## src/rtl/pwm_regfile_pkg.sv

```systemverilog
package pwm_regfile_pkg;

  localparam logic [7:0] A_MODE1    = 8'h00;
  localparam logic [7:0] A_MODE2    = 8'h01;
  localparam logic [7:0] A_CH_BASE  = 8'h06;
  localparam logic [7:0] A_BC_BASE  = 8'hFA;
  localparam logic [7:0] A_PRESCALE = 8'hFE;

  localparam int SLEEP_BIT = 4;
  localparam int FLAG_BIT  = 4;
  localparam int INV_BIT   = 4;
  localparam int DRV_BIT   = 2;

  localparam logic [7:0] MODE1_RST    = 8'h10;
  localparam logic [7:0] MODE2_RST    = 8'h04;
  localparam logic [7:0] PRESCALE_RST = 8'h1E;

  // byte position inside one channel's four-byte group
  typedef enum logic [1:0] {
    SEL_ON_LO  = 2'd0,
    SEL_ON_HI  = 2'd1,
    SEL_OFF_LO = 2'd2,
    SEL_OFF_HI = 2'd3
  } byte_sel_e;

  function automatic logic is_chan(input logic [7:0] a, input int nch);
    return (int'(a) >= int'(A_CH_BASE)) && (int'(a) < int'(A_CH_BASE) + 4 * nch);
  endfunction

  function automatic logic is_bcast(input logic [7:0] a);
    return (a >= A_BC_BASE) && (a <= A_BC_BASE + 8'd3);
  endfunction

  function automatic logic [7:0] chan_ofs(input logic [7:0] a);
    return a - A_CH_BASE;
  endfunction

  function automatic logic [7:0] bcast_ofs(input logic [7:0] a);
    return a - A_BC_BASE;
  endfunction

  // compose a high byte: upper count bits low, flag at FLAG_BIT, rest zero
  function automatic logic [7:0] hi_byte(input logic [3:0] cnt_hi, input logic flag);
    logic [7:0] b;
    b = 8'h00;
    b[3:0] = cnt_hi;
    b[FLAG_BIT] = flag;
    return b;
  endfunction

endpackage

```

## src/rtl/pwm_chan_regs.sv

```systemverilog
module pwm_chan_regs
  import pwm_regfile_pkg::*;
#(
  parameter int CNT_W = 12
) (
  input  logic             clk,
  input  logic             rst_n,
  input  logic             we,
  input  byte_sel_e        sel,
  input  logic [7:0]       wdata,
  output logic [CNT_W-1:0] on_cnt,
  output logic [CNT_W-1:0] off_cnt,
  output logic             on_full,
  output logic             off_full,
  output logic [7:0]       rbyte
);
  localparam int HI_W = CNT_W - 8;

  always_ff @(posedge clk or negedge rst_n) begin
    if (!rst_n) begin
      on_cnt   <= '0;
      off_cnt  <= '0;
      on_full  <= 1'b1;
      off_full <= 1'b1;
    end else if (we) begin
      case (sel)
        SEL_ON_LO:  on_cnt[7:0] <= wdata;
        SEL_ON_HI: begin
          on_cnt[CNT_W-1:8] <= wdata[HI_W-1:0];
          on_full           <= wdata[FLAG_BIT];
        end
        SEL_OFF_LO: off_cnt[7:0] <= wdata;
        default: begin
          off_cnt[CNT_W-1:8] <= wdata[HI_W-1:0];
          off_full           <= wdata[FLAG_BIT];
        end
      endcase
    end
  end

  logic [3:0] on_hi4, off_hi4;
  always_comb begin
    on_hi4  = '0;
    off_hi4 = '0;
    on_hi4[HI_W-1:0]  = on_cnt[CNT_W-1:8];
    off_hi4[HI_W-1:0] = off_cnt[CNT_W-1:8];
    case (sel)
      SEL_ON_LO:  rbyte = on_cnt[7:0];
      SEL_ON_HI:  rbyte = hi_byte(on_hi4, on_full);
      SEL_OFF_LO: rbyte = off_cnt[7:0];
      default:    rbyte = hi_byte(off_hi4, off_full);
    endcase
  end


  hold_chk: assert property (@(posedge clk) disable iff (!rst_n)
    !we |=> $stable({on_cnt, off_cnt, on_full, off_full}));


  flag_chk: assert property (@(posedge clk) disable iff (!rst_n)
    (we && sel == SEL_OFF_HI) |=> off_full == $past(wdata[FLAG_BIT]));

endmodule

```

## src/rtl/pwm_mode_regs.sv

```systemverilog
module pwm_mode_regs
  import pwm_regfile_pkg::*;
(
  input  logic       clk,
  input  logic       rst_n,
  input  logic       we_mode1,
  input  logic       we_mode2,
  input  logic       we_pre,
  input  logic [7:0] wdata,
  output logic [7:0] mode1,
  output logic [7:0] mode2,
  output logic [7:0] prescale
);
  logic asleep;
  logic pre_load;

  assign asleep   = mode1[SLEEP_BIT];
  assign pre_load = we_pre && asleep;

  always_ff @(posedge clk or negedge rst_n) begin
    if (!rst_n) begin
      mode1    <= MODE1_RST;
      mode2    <= MODE2_RST;
      prescale <= PRESCALE_RST;
    end else begin
      if (we_mode1) mode1    <= wdata;
      if (we_mode2) mode2    <= wdata;
      if (pre_load) prescale <= wdata;
    end
  end


  pre_load_chk: assert property (@(posedge clk) disable iff (!rst_n)
    (we_pre && asleep) |=> prescale == $past(wdata));


  pre_lock_chk: assert property (@(posedge clk) disable iff (!rst_n)
    !asleep |=> $stable(prescale));

endmodule

```

## src/rtl/pwm_wake_timer.sv

```systemverilog
module pwm_wake_timer #(
  parameter int WAKE_CYCLES = 50000
) (
  input  logic clk,
  input  logic rst_n,
  input  logic sleep,
  output logic osc_run
);
  localparam int CW = $clog2(WAKE_CYCLES + 1);
  localparam logic [CW-1:0] LOAD = CW'(WAKE_CYCLES);

  logic [CW-1:0] remain;
  logic          settled;

  always_ff @(posedge clk or negedge rst_n) begin
    if (!rst_n)               remain <= LOAD;
    else if (sleep)           remain <= LOAD;
    else if (remain != '0)    remain <= remain - 1'b1;
  end

  assign settled = (remain == '0);
  assign osc_run = !sleep && settled;


  wake_gap_chk: assert property (@(posedge clk) disable iff (!rst_n)
    $fell(sleep) |-> !osc_run);


  wake_end_chk: assert property (@(posedge clk) disable iff (!rst_n)
    $rose(osc_run) |-> $past(remain) == CW'(1));

endmodule

```

## src/rtl/pwm_regfile.sv

```systemverilog
module pwm_regfile
  import pwm_regfile_pkg::*;
#(
  parameter int NCH         = 16,
  parameter int CNT_W       = 12,
  parameter int WAKE_CYCLES = 50000
) (
  input  logic                 clk,
  input  logic                 rst_n,
  input  logic                 wr_en,
  input  logic                 rd_en,
  input  logic [7:0]           addr,
  input  logic [7:0]           wdata,
  output logic [7:0]           rdata,
  output logic [NCH*CNT_W-1:0] on_cnt,
  output logic [NCH*CNT_W-1:0] off_cnt,
  output logic [NCH-1:0]       full_on,
  output logic [NCH-1:0]       full_off,
  output logic [7:0]           prescale,
  output logic                 sleep,
  output logic                 invert,
  output logic                 totem,
  output logic                 osc_run
);
  localparam int IDX_W = (NCH > 1) ? $clog2(NCH) : 1;

  // address decode, brought out as named events
  logic       hit_chan, hit_bc, hit_m1, hit_m2, hit_pre, hit_none;
  logic [7:0] ofs_ch, ofs_bc;
  logic [IDX_W-1:0] ch_idx;
  byte_sel_e  ch_sel;

  assign hit_chan = is_chan(addr, NCH);
  assign hit_bc   = is_bcast(addr);
  assign hit_m1   = (addr == A_MODE1);
  assign hit_m2   = (addr == A_MODE2);
  assign hit_pre  = (addr == A_PRESCALE);
  assign hit_none = !(hit_chan || hit_bc || hit_m1 || hit_m2 || hit_pre);
  assign ofs_ch   = chan_ofs(addr);
  assign ofs_bc   = bcast_ofs(addr);
  assign ch_idx   = ofs_ch[IDX_W+1:2];
  assign ch_sel   = byte_sel_e'(hit_bc ? ofs_bc[1:0] : ofs_ch[1:0]);

  logic [7:0] mode1, mode2;

  pwm_mode_regs u_mode (
    .clk      (clk),
    .rst_n    (rst_n),
    .we_mode1 (wr_en && hit_m1),
    .we_mode2 (wr_en && hit_m2),
    .we_pre   (wr_en && hit_pre),
    .wdata    (wdata),
    .mode1    (mode1),
    .mode2    (mode2),
    .prescale (prescale)
  );

  assign sleep  = mode1[SLEEP_BIT];
  assign invert = mode2[INV_BIT];
  assign totem  = mode2[DRV_BIT];

  pwm_wake_timer #(.WAKE_CYCLES(WAKE_CYCLES)) u_wake (
    .clk     (clk),
    .rst_n   (rst_n),
    .sleep   (sleep),
    .osc_run (osc_run)
  );

  logic [7:0] ch_rbyte [NCH];

  for (genvar n = 0; n < NCH; n++) begin : g_ch
    logic ch_we;
    assign ch_we = wr_en && (hit_bc || (hit_chan && ch_idx == IDX_W'(n)));

    pwm_chan_regs #(.CNT_W(CNT_W)) u_ch (
      .clk      (clk),
      .rst_n    (rst_n),
      .we       (ch_we),
      .sel      (ch_sel),
      .wdata    (wdata),
      .on_cnt   (on_cnt[n*CNT_W +: CNT_W]),
      .off_cnt  (off_cnt[n*CNT_W +: CNT_W]),
      .on_full  (full_on[n]),
      .off_full (full_off[n]),
      .rbyte    (ch_rbyte[n])
    );
  end

  logic [7:0] rd_byte;
  always_comb begin
    rd_byte = 8'h00;
    if (hit_m1)        rd_byte = mode1;
    else if (hit_m2)   rd_byte = mode2;
    else if (hit_pre)  rd_byte = prescale;
    else if (hit_chan) rd_byte = ch_rbyte[ch_idx];
  end

  always_ff @(posedge clk or negedge rst_n) begin
    if (!rst_n)     rdata <= 8'h00;
    else if (rd_en) rdata <= rd_byte;
  end


  unmapped_rd_chk: assert property (@(posedge clk) disable iff (!rst_n)
    (rd_en && hit_none) |=> rdata == 8'h00);


  rd_hold_chk: assert property (@(posedge clk) disable iff (!rst_n)
    !rd_en |=> $stable(rdata));


  bc_rd_chk: assert property (@(posedge clk) disable iff (!rst_n)
    (rd_en && hit_bc) |=> rdata == 8'h00);


  bc_fan_chk: assert property (@(posedge clk) disable iff (!rst_n)
    (wr_en && addr == A_BC_BASE + 8'd2) |=>
      (off_cnt[(NCH-1)*CNT_W +: 8] == $past(wdata)) && (off_cnt[7:0] == $past(wdata)));

endmodule

```

## config.mk

```make
export PLATFORM = sky130hd
export DESIGN_NAME = pwm_regfile
export DESIGN_NICKNAME = d
export VERILOG_FILES = /design/src/rtl/pwm_regfile_pkg.sv /design/src/rtl/pwm_chan_regs.sv /design/src/rtl/pwm_mode_regs.sv /design/src/rtl/pwm_wake_timer.sv /design/src/rtl/pwm_regfile.sv
export SDC_FILE = /design/constraint.sdc
export NUM_CORES = 1
export LEC_CHECK = 0
export ABC_AREA = 0
export BUFFER_PORTS_ARGS = -buffer_cell sky130_fd_sc_hd__buf_2
export CORE_MARGIN = 2
export CORE_UTILIZATION = 34
export CTS_BUF_LIST = sky130_fd_sc_hd__clkbuf_8
export CTS_CLUSTER_SIZE = 20
export DETAILED_ROUTE_END_ITERATION = 10
export SLEW_MARGIN = 0
export SYNTH_ARGS = -nofsm -noshare
export SYNTH_HDL_FRONTEND = slang
export SYNTH_SLANG_ARGS = --single-unit
```

## constraint.sdc

```tcl
create_clock -name clk -period 2.4 [get_ports clk]
set_input_delay 0.48 -clock clk [delete_from_list [all_inputs] [get_ports clk]]
set_output_delay 0.48 -clock clk [all_outputs]
set_load 0.01 [all_outputs]
```

==> impl_metrics.py, run 1 <==
metrics = {
    "setup_path": {
        "cp_slowest_cell": "or4_4",
        "path_cells": "or4_4, nor3_4, nand3_2, nor2_1, buf_2",
        "r2r_slack_ns": 0.17,
        "rr_worst_depth": 5,
        "worst_ep_arrival_time_ns": 2.15,
        "crit_path_end_kind": "output pin",
        "critPathRequiredTime_ns": 1.92,
        "timing.rr.end": "rdata[0]",
        "crit_family": "simple AND/OR/NAND/NOR gates",
        "max_stage_delay_ns": 0.55,
        "cp_max_fo": 3,
        "start_kind": "flop",
        "criticalPathCategory": "flop to output pin",
        "rr_startpoint": "g_ch[0].u_ch.off_cnt[0]",
        "path_buf_inv": 1,
    },
    "yosys": {
        "synth_edf_count": 0,
        "synth_cells": 1603,
        "synth_async_sr_flop_share_pct": 100.0,
        "syn_area_mm2": 0.02153,
        "yosysMostFrequentCell": "dfrtp_1",
        "postSynthAreaPerCell_um2": 13.43,
        "yosysTopAreaCell": "dfrtp_1",
        "synth-main-ff-cell": "dfrtp_1",
        "synth_cell_types": 74,
        "yosys_register_bits": 464,
        "yosysSeqAreaShare_pct": 54.18,
        "synthTopCellsByArea": "dfrtp_1 (49%), o2bb2ai_1 (12%), mux4_2 (11%)",
        "ys_top_cells_by_count": "dfrtp_1 (420), o2bb2ai_1 (288), a22o_1 (128)",
        "syn_nets": 1626,
        "yosysWarnings": 0,
        "synth_top_area_share_pct": 48.81,
    },
    "die": {
        "die_w_um": 255.7,
        "pin_count": 456,
        "initial_core_util_pct": 34.26,
        "coreArea_mm2": 0.06285,
        "die_area_mm2": 0.06536,
        "die_y_um": 255.7,
        "num_rows": 92,
    },
    "clocking": {
        "cts_made_buffers": 81,
        "clockBufferDepth": 3,
        "cts-htree-levels": 3,
        "cts_root_buf": "clkbuf_8",
        "clock_latency_ns": 0.71,
        "cts_tree": "built",
        "clk_pin_slew_ns": 0.06,
        "clock-sinks": 464,
    },
    "timing": {
        "final-setup-viol-count": 1,
        "slew_headroom_pct": 30.94,
        "timing.fmax_mhz": 380.9,
        "fin_ws_ns": -0.2252,
        "finalCritPeriodShare_pct": 109.4,
        "timing.hold.ws_ns": 0.1456,
        "finalCriticalPeriod_ns": 2.625,
        "finalHoldViolCount": 0,
        "clock_skew_ns": 0.03299,
        "rsz0062_at_grt": "yes",
        "setup_tns_ns": -0.2252,
        "max_slew.worst_pin.slew_ns": 1.036,
        "slew_viol_final": 0,
    },
    "job": {
        "maxCapViolCount": 0,
    },
    "final_layout": {
        "fillers": 5896,
        "regArea_mm2": 0.01167,
        "drive_gt1_share_pct": 46.56,
        "finalNetCount": 2283,
        "synthToLayoutAreaGrowth_pct": 32.01,
        "utilization_pct": 45.23,
        "instances_no_fill": 3178,
        "final_area_mm2": 0.02843,
        "multiInputGateArea_mm2": 0.008955,
    },
    "power": {
        "power_leakage_nw": 13.60,
        "ir_worst_vdd_uv": 396.0,
        "fin_total_pwr_mw": 22.25,
        "power_density_mw_per_mm2": 782.7,
    },
    "route": {
        "dr.first_iter.drc_count": 2256,
        "drc_errors": 0,
        "vias_per_cell": 5.997,
        "first_pass_iters": 7,
        "drt_wl_total_um": 103200,
        "wl_per_cell_um": 32.46,
        "antenna_left": 0,
        "vias": 19060,
    },
    "global_routing": {
        "grt.total_usage_pct": 31.10,
        "grt_first_pass_wirelength_um": 146600,
        "antenna_found_initial": 6,
        "grt_max_degree": 81,
        "grt-ovfl-total": 0,
        "grt_pass1_vias": 19080,
    },
    "placement": {
        "place_ws_ns": -0.5512,
        "io_buffer_count": 455,
        "dpl.hpwl_um": 76350,
        "place_inst": 3017,
        "post_dp_cell_area_mm2": 0.02665,
        "gp_congestion": 0.9518,
    },
    "min_path": {
        "hp-class": "primary input to flop",
        "hp-start": "wdata[6]",
        "min_to": "u_mode.mode2[6]",
        "hold_depth": 2,
    },
    "outcome": {
        "violations": "setup timing",
        "status": "finished with violations",
    },
}
==> worst max path at each step <==
stage	start	slack [ns]	depth (start not counted)	endpoint
after floorplan	addr[1]	-0.04	9	g_ch[3].u_ch.off_cnt[11]
final	u_wake.remain[9]	-0.23	5	osc_run
after CTS	u_wake.remain[7]	-0.35	5	osc_run
after global placement	addr[2]	-0.56	13	g_ch[7].u_ch.off_cnt[0]
after detailed placement	addr[2]	-0.55	13	g_ch[7].u_ch.off_cnt[4]
after global routing	u_wake.remain[9]	-0.31	5	osc_run
==> final cells by class <==
class | count | area share, %
Timing Repair Buffer | 736 | 17.66
Sequential cell | 464 | 41.04
Antenna cell | 6 | 0.05282
Tap cell | 846 | 3.724
Inverter | 6 | 0.09684
Clock inverter | 48 | 1.030
Clock buffer | 101 | 4.890
Multi-Input combinational cell | 971 | 31.50
==> routing by layer <==
layer	GRT usage [%]	share of wire, %	vias to the layer above
met5	0	0	-
met4	13.34	4.5	0
met3	8.279	10	230
met2	48.45	46	1218
met1	40.98	39	9987
li1	-	-	7624
==> cell families (layout without fill, tap and decap cells) <==
family	Yosys count	count (layout)	synth area share (%)
muxes	161	161	13.83
DFF	464	464	54.18
xor gates and xnor gates	10	10	0.4939
adders and majority gates	3	3	0.1743
other	0	6	0
AOI/OAI and AO/OA	534	534	20.82
and+or+nand+nor	263	263	5.939
buffers and inverters	168	891	4.561
==> cell usage in the layout, fill, tap and decap left out, types with 7 or more instances in the layout <==
| cell | instances |
|---|---|
| clkbuf_8 | 101 |
| nand2_1 | 115 |
| buf_4 | 232 |
| and2_1 | 9 |
| buf_2 | 452 |
| dfrtp_1 | 420 |
| mux4_2 | 103 |
| nor3_1 | 8 |
| nand2_2 | 14 |
| dfstp_2 | 44 |
| a21oi_1 | 16 |
| o21ai_0 | 27 |
| o2bb2ai_1 | 288 |
| nor2_1 | 51 |
| mux2i_1 | 31 |
| mux2_2 | 24 |
| nand3_1 | 9 |
| a22o_1 | 128 |
| inv_1 | 35 |
| buf_12 | 49 |
| nand4_1 | 7 |
| a21oi_2 | 17 |
| clkinv_2 | 9 |
==> state kept, by name, summed over array words and instances (netlist names) <==
name                count
g_ch.u_ch.off_cnt     192
g_ch.u_ch.on_cnt      192
g_ch.u_ch.off_full     16
g_ch.u_ch.on_full      16
u_wake.remain          16
rdata                   8
u_mode.mode1            8
u_mode.mode2            8
u_mode.prescale         8
==> repair_timing <==
| action | CTS | global route |
|---|---|---|
| pin swaps | 3 | 4 |
| endpoints found under the setup margin | 1 | 1 |
| hold buffers | 1 | 0 |
| gates resized for setup | 3 | 4 |
| hold endpoints to repair | 33 | 0 |
| setup buffers | 4 | 1 |
==> report_power, final <==
| group | leakage [nW] | switching (mW) | internal [mW] |
|---|---|---|---|
| registers | 6.16 | 1.14 | 8.86 |
| clock network | 0.964 | 3.48 | 4.12 |
| logic | 6.48 | 2.45 | 2.20 |
| total | 13.6 | 7.07 | 15.2 |
Power figures use the tool's default switching activity.
==> run 2, diff against run 1 <==
ABC_AREA = 1   (was 0)
==> impl_metrics.py, run 2 <==
metrics = {
    "final_layout": {
        "layout_common_cells": "nand2_1 (960), buf_2 (454), dfrtp_1 (420), o21a_1 (319), buf_4 (204)",
        "drive_gt1_share_pct": 29.48,
        "finalNetCount": 3445,
        "final_common_cell": "nand2_1",
        "largestRegisters": "g_ch.u_ch.off_cnt (192), g_ch.u_ch.on_cnt (192)",
        "multiInputGateArea_mm2": 0.01008,
        "regArea_mm2": 0.01167,
        "fillers": 6737,
        "synthToLayoutAreaGrowth_pct": 30.66,
        "instances_no_fill": 4370,
        "utilization_pct": 45.00,
    },
    "yosys": {
        "postSynthAreaPerCell_um2": 8.329,
        "synth_cell_types": 37,
        "synth-simple-area-share_pct": 26.60,
        "synth_compound_area_share_pct": 15.71,
        "synth.mux.area_fraction_pct": 0,
        "syn_nets": 2810,
        "yosys_register_bits": 464,
        "synth_edf_count": 0,
        "synthTopCellsByArea": "dfrtp_1 (45%), nand2_1 (16%), o21a_1 (10%)",
        "yosys.area_share.xor_xnor_pct": 0.3719,
        "synthAdderAreaFrac_pct": 0.1617,
        "synth_top_family_by_area": "simple AND/OR/NAND/NOR gates",
        "ys_top_cells_by_count": "nand2_1 (965), dfrtp_1 (420), o21a_1 (319)",
        "syn_area_mm2": 0.02321,
        "synth_cells": 2787,
        "yosysWarnings": 0,
        "synth_top_area_share_pct": 45.28,
        "yosysSeqAreaShare_pct": 50.26,
        "yosysTopAreaCell": "dfrtp_1",
        "synth_async_sr_flop_share_pct": 100.0,
        "yosysMostFrequentCell": "nand2_1",
        "synth-main-ff-cell": "dfrtp_1",
    },
    "outcome": {
        "status": "finished with violations",
        "violations": "setup timing",
    },
    "clocking": {
        "cts_made_buffers": 86,
        "cts-htree-levels": 3,
        "clockBufferDepth": 3,
        "clock_latency_ns": 0.71,
        "clock-sinks": 464,
        "cts_tree": "built",
        "clk_pin_slew_ns": 0.06,
        "cts_root_buf": "clkbuf_8",
    },
    "setup_path": {
        "start_kind": "flop",
        "crit_path_end_kind": "output pin",
        "max_stage_delay_ns": 0.40,
        "rr_worst_depth": 19,
        "cp_max_fo": 2,
        "critPathRequiredTime_ns": 1.92,
        "cp_slowest_cell": "dfrtp_1",
        "r2r_slack_ns": 0.16,
        "worst_ep_arrival_time_ns": 1.96,
        "path_cells": "inv_2, ha_4, nand3_4, nor3_4, nand4_1, nor2_1, buf_2",
        "criticalPathCategory": "flop to output pin",
    },
    "route": {
        "wl_per_cell_um": 22.98,
        "dr.first_iter.drc_count": 2095,
        "vias_per_cell": 5.155,
        "drc_errors": 0,
        "drt_wl_total_um": 100400,
        "vias": 22530,
        "first_pass_iters": 7,
        "antenna_left": 0,
    },
    "min_path": {
        "hold_depth": 3,
        "hp-class": "primary input to flop",
    },
    "timing": {
        "timing.hold.ws_ns": 0.1361,
        "clock_skew_ns": 0.03496,
        "finalCriticalPeriod_ns": 2.438,
        "rsz0062_at_grt": "yes",
        "timing.fmax_mhz": 410.2,
        "max_slew.worst_pin.slew_ns": 0.5814,
        "slew_viol_final": 0,
        "finalCritPeriodShare_pct": 101.6,
        "final-setup-viol-count": 1,
        "slew_headroom_pct": 61.24,
        "finalHoldViolCount": 0,
        "fin_ws_ns": -0.03778,
    },
    "power": {
        "fin_total_pwr_mw": 26.04,
        "p_int_mw": 16.65,
        "clockPowerShare_pct": 29.5,
        "switching_share_pct": 36.04,
        "power_density_mw_per_mm2": 858.6,
        "power_leakage_nw": 14.88,
        "ir_worst_vdd_uv": 495.2,
        "combPwrFrac_pct": 27.3,
        "power_switching_mw": 9.386,
        "seqPwrFrac_pct": 43.2,
    },
    "global_routing": {
        "grt_first_pass_wirelength_um": 145800,
        "grt.total_usage_pct": 28.11,
        "antenna_found_initial": 7,
        "grt-ovfl-total": 0,
        "grt_max_degree": 78,
        "grt_pass1_vias": 21570,
    },
    "die": {
        "coreArea_mm2": 0.06740,
        "initial_core_util_pct": 34.44,
        "die_y_um": 265.3,
        "pin_count": 456,
        "die_area_mm2": 0.07038,
        "num_rows": 95,
        "die_w_um": 265.3,
    },
    "placement": {
        "place_inst": 4192,
        "io_buffer_count": 455,
        "dpl.hpwl_um": 74700,
        "place_ws_ns": -0.4435,
        "gp_congestion": 0.9105,
    },
    "job": {
        "maxCapViolCount": 0,
    },
}
==> run 2: cell types whose count changed after synthesis, moves of 66 or more <==
cell / previous run / this run
o2bb2ai_1: 288 / 0
nand2_1: 116 / 965
o21ai_0: 29 / 116
nor2_1: 52 / 181
a22o_1: 128 / 0
mux4_2: 103 / 0
inv_1: 5 / 145
o21a_1: 1 / 319
nand3_1: 10 / 152
o21ai_1: 2 / 68
==> run 2: final timing paths <==
check	to	start
setup / recovery	osc_run	u_wake.remain[0]
hold / removal	rdata[0]	rd_en
setup reg to reg	u_wake.remain[9]	u_wake.remain[0]
hold reg to reg	rdata[7]	rdata[7]
max in group asynchronous	u_wake.remain[9]	rst_n
min in group asynchronous	g_ch[2].u_ch.on_cnt[10]	rst_n
==> run 2: cell type report <==
class,count,share of cell area (%)
diodes,6,0.04950
clock buffers,98,4.447
clock inverters,59,1.143
inverters,161,2.001
multi-input cells,1982,33.25
flip-flops and latches,464,38.47
well taps,873,3.601
repair buffers,727,17.05
==> run 2: per-layer routing <==
metal	up-vias	GRT usage (%)	routed length, µm
li1	10290	-	-
met1	11020	36.62	40610
met2	1015	44.99	46810
met3	203	5.962	8613
met4	0	12.58	4380
met5	-	0	0
==> run 2: what timing repair did <==
item | CTS | global route
buffers inserted | 14 | 2
hold buffers | 1 | 0
gates cloned | 0 | 0
endpoints found under the hold margin | 26 | 0
gates resized for setup | 6 | 16
setup endpoints to repair | 1 | 6
pin swaps | 6 | 6
==> run 2: metrics by stage <==
stage	TNS, ns	area (µm²)
5_1_grt	-0.1906	30330
3_5_place_dp	-60.22	28420
3_3_place_gp	-55.78	28420
2_1_floorplan	0	23210
6_report	-0.03778	30330
4_1_cts	-0.1086	30250
==> run 2: kinds of logic (layout without fill, tap and decap cells) <==
kind of cell             count (synthesis)  after routing
AND/OR/NAND/NOR                       1420           1420
AO/OA/AOI/OAI                          553            553
flip-flops                             464            464
buffers and inverters                  341           1045
XOR/XNOR                                 6              6
adder cells (fa/ha/maj)                  3              3
other                                    0              6
==> run 2: power by group through the flow <==
stage	Combinational [mW]	Sequential, mW	Clock (mW)
5_1_grt	7.69	11.4	8.21
3_3_place_gp	6.77	11.3	0
3_5_place_dp	6.85	11.3	0
6_report	7.11	11.2	7.69
4_1_cts	7.04	11.2	7.83
2_1_floorplan	2.95	11.5	0
==> run 2: critical path: cells and delay by family, from the launching register on <==
family	cells	cell delay [ns]
adder cells (fa/ha/maj)	1	0.15
buffers and inverters	2	0.22
flip-flops	1	0.40
AND/OR/NAND/NOR	4	0.51
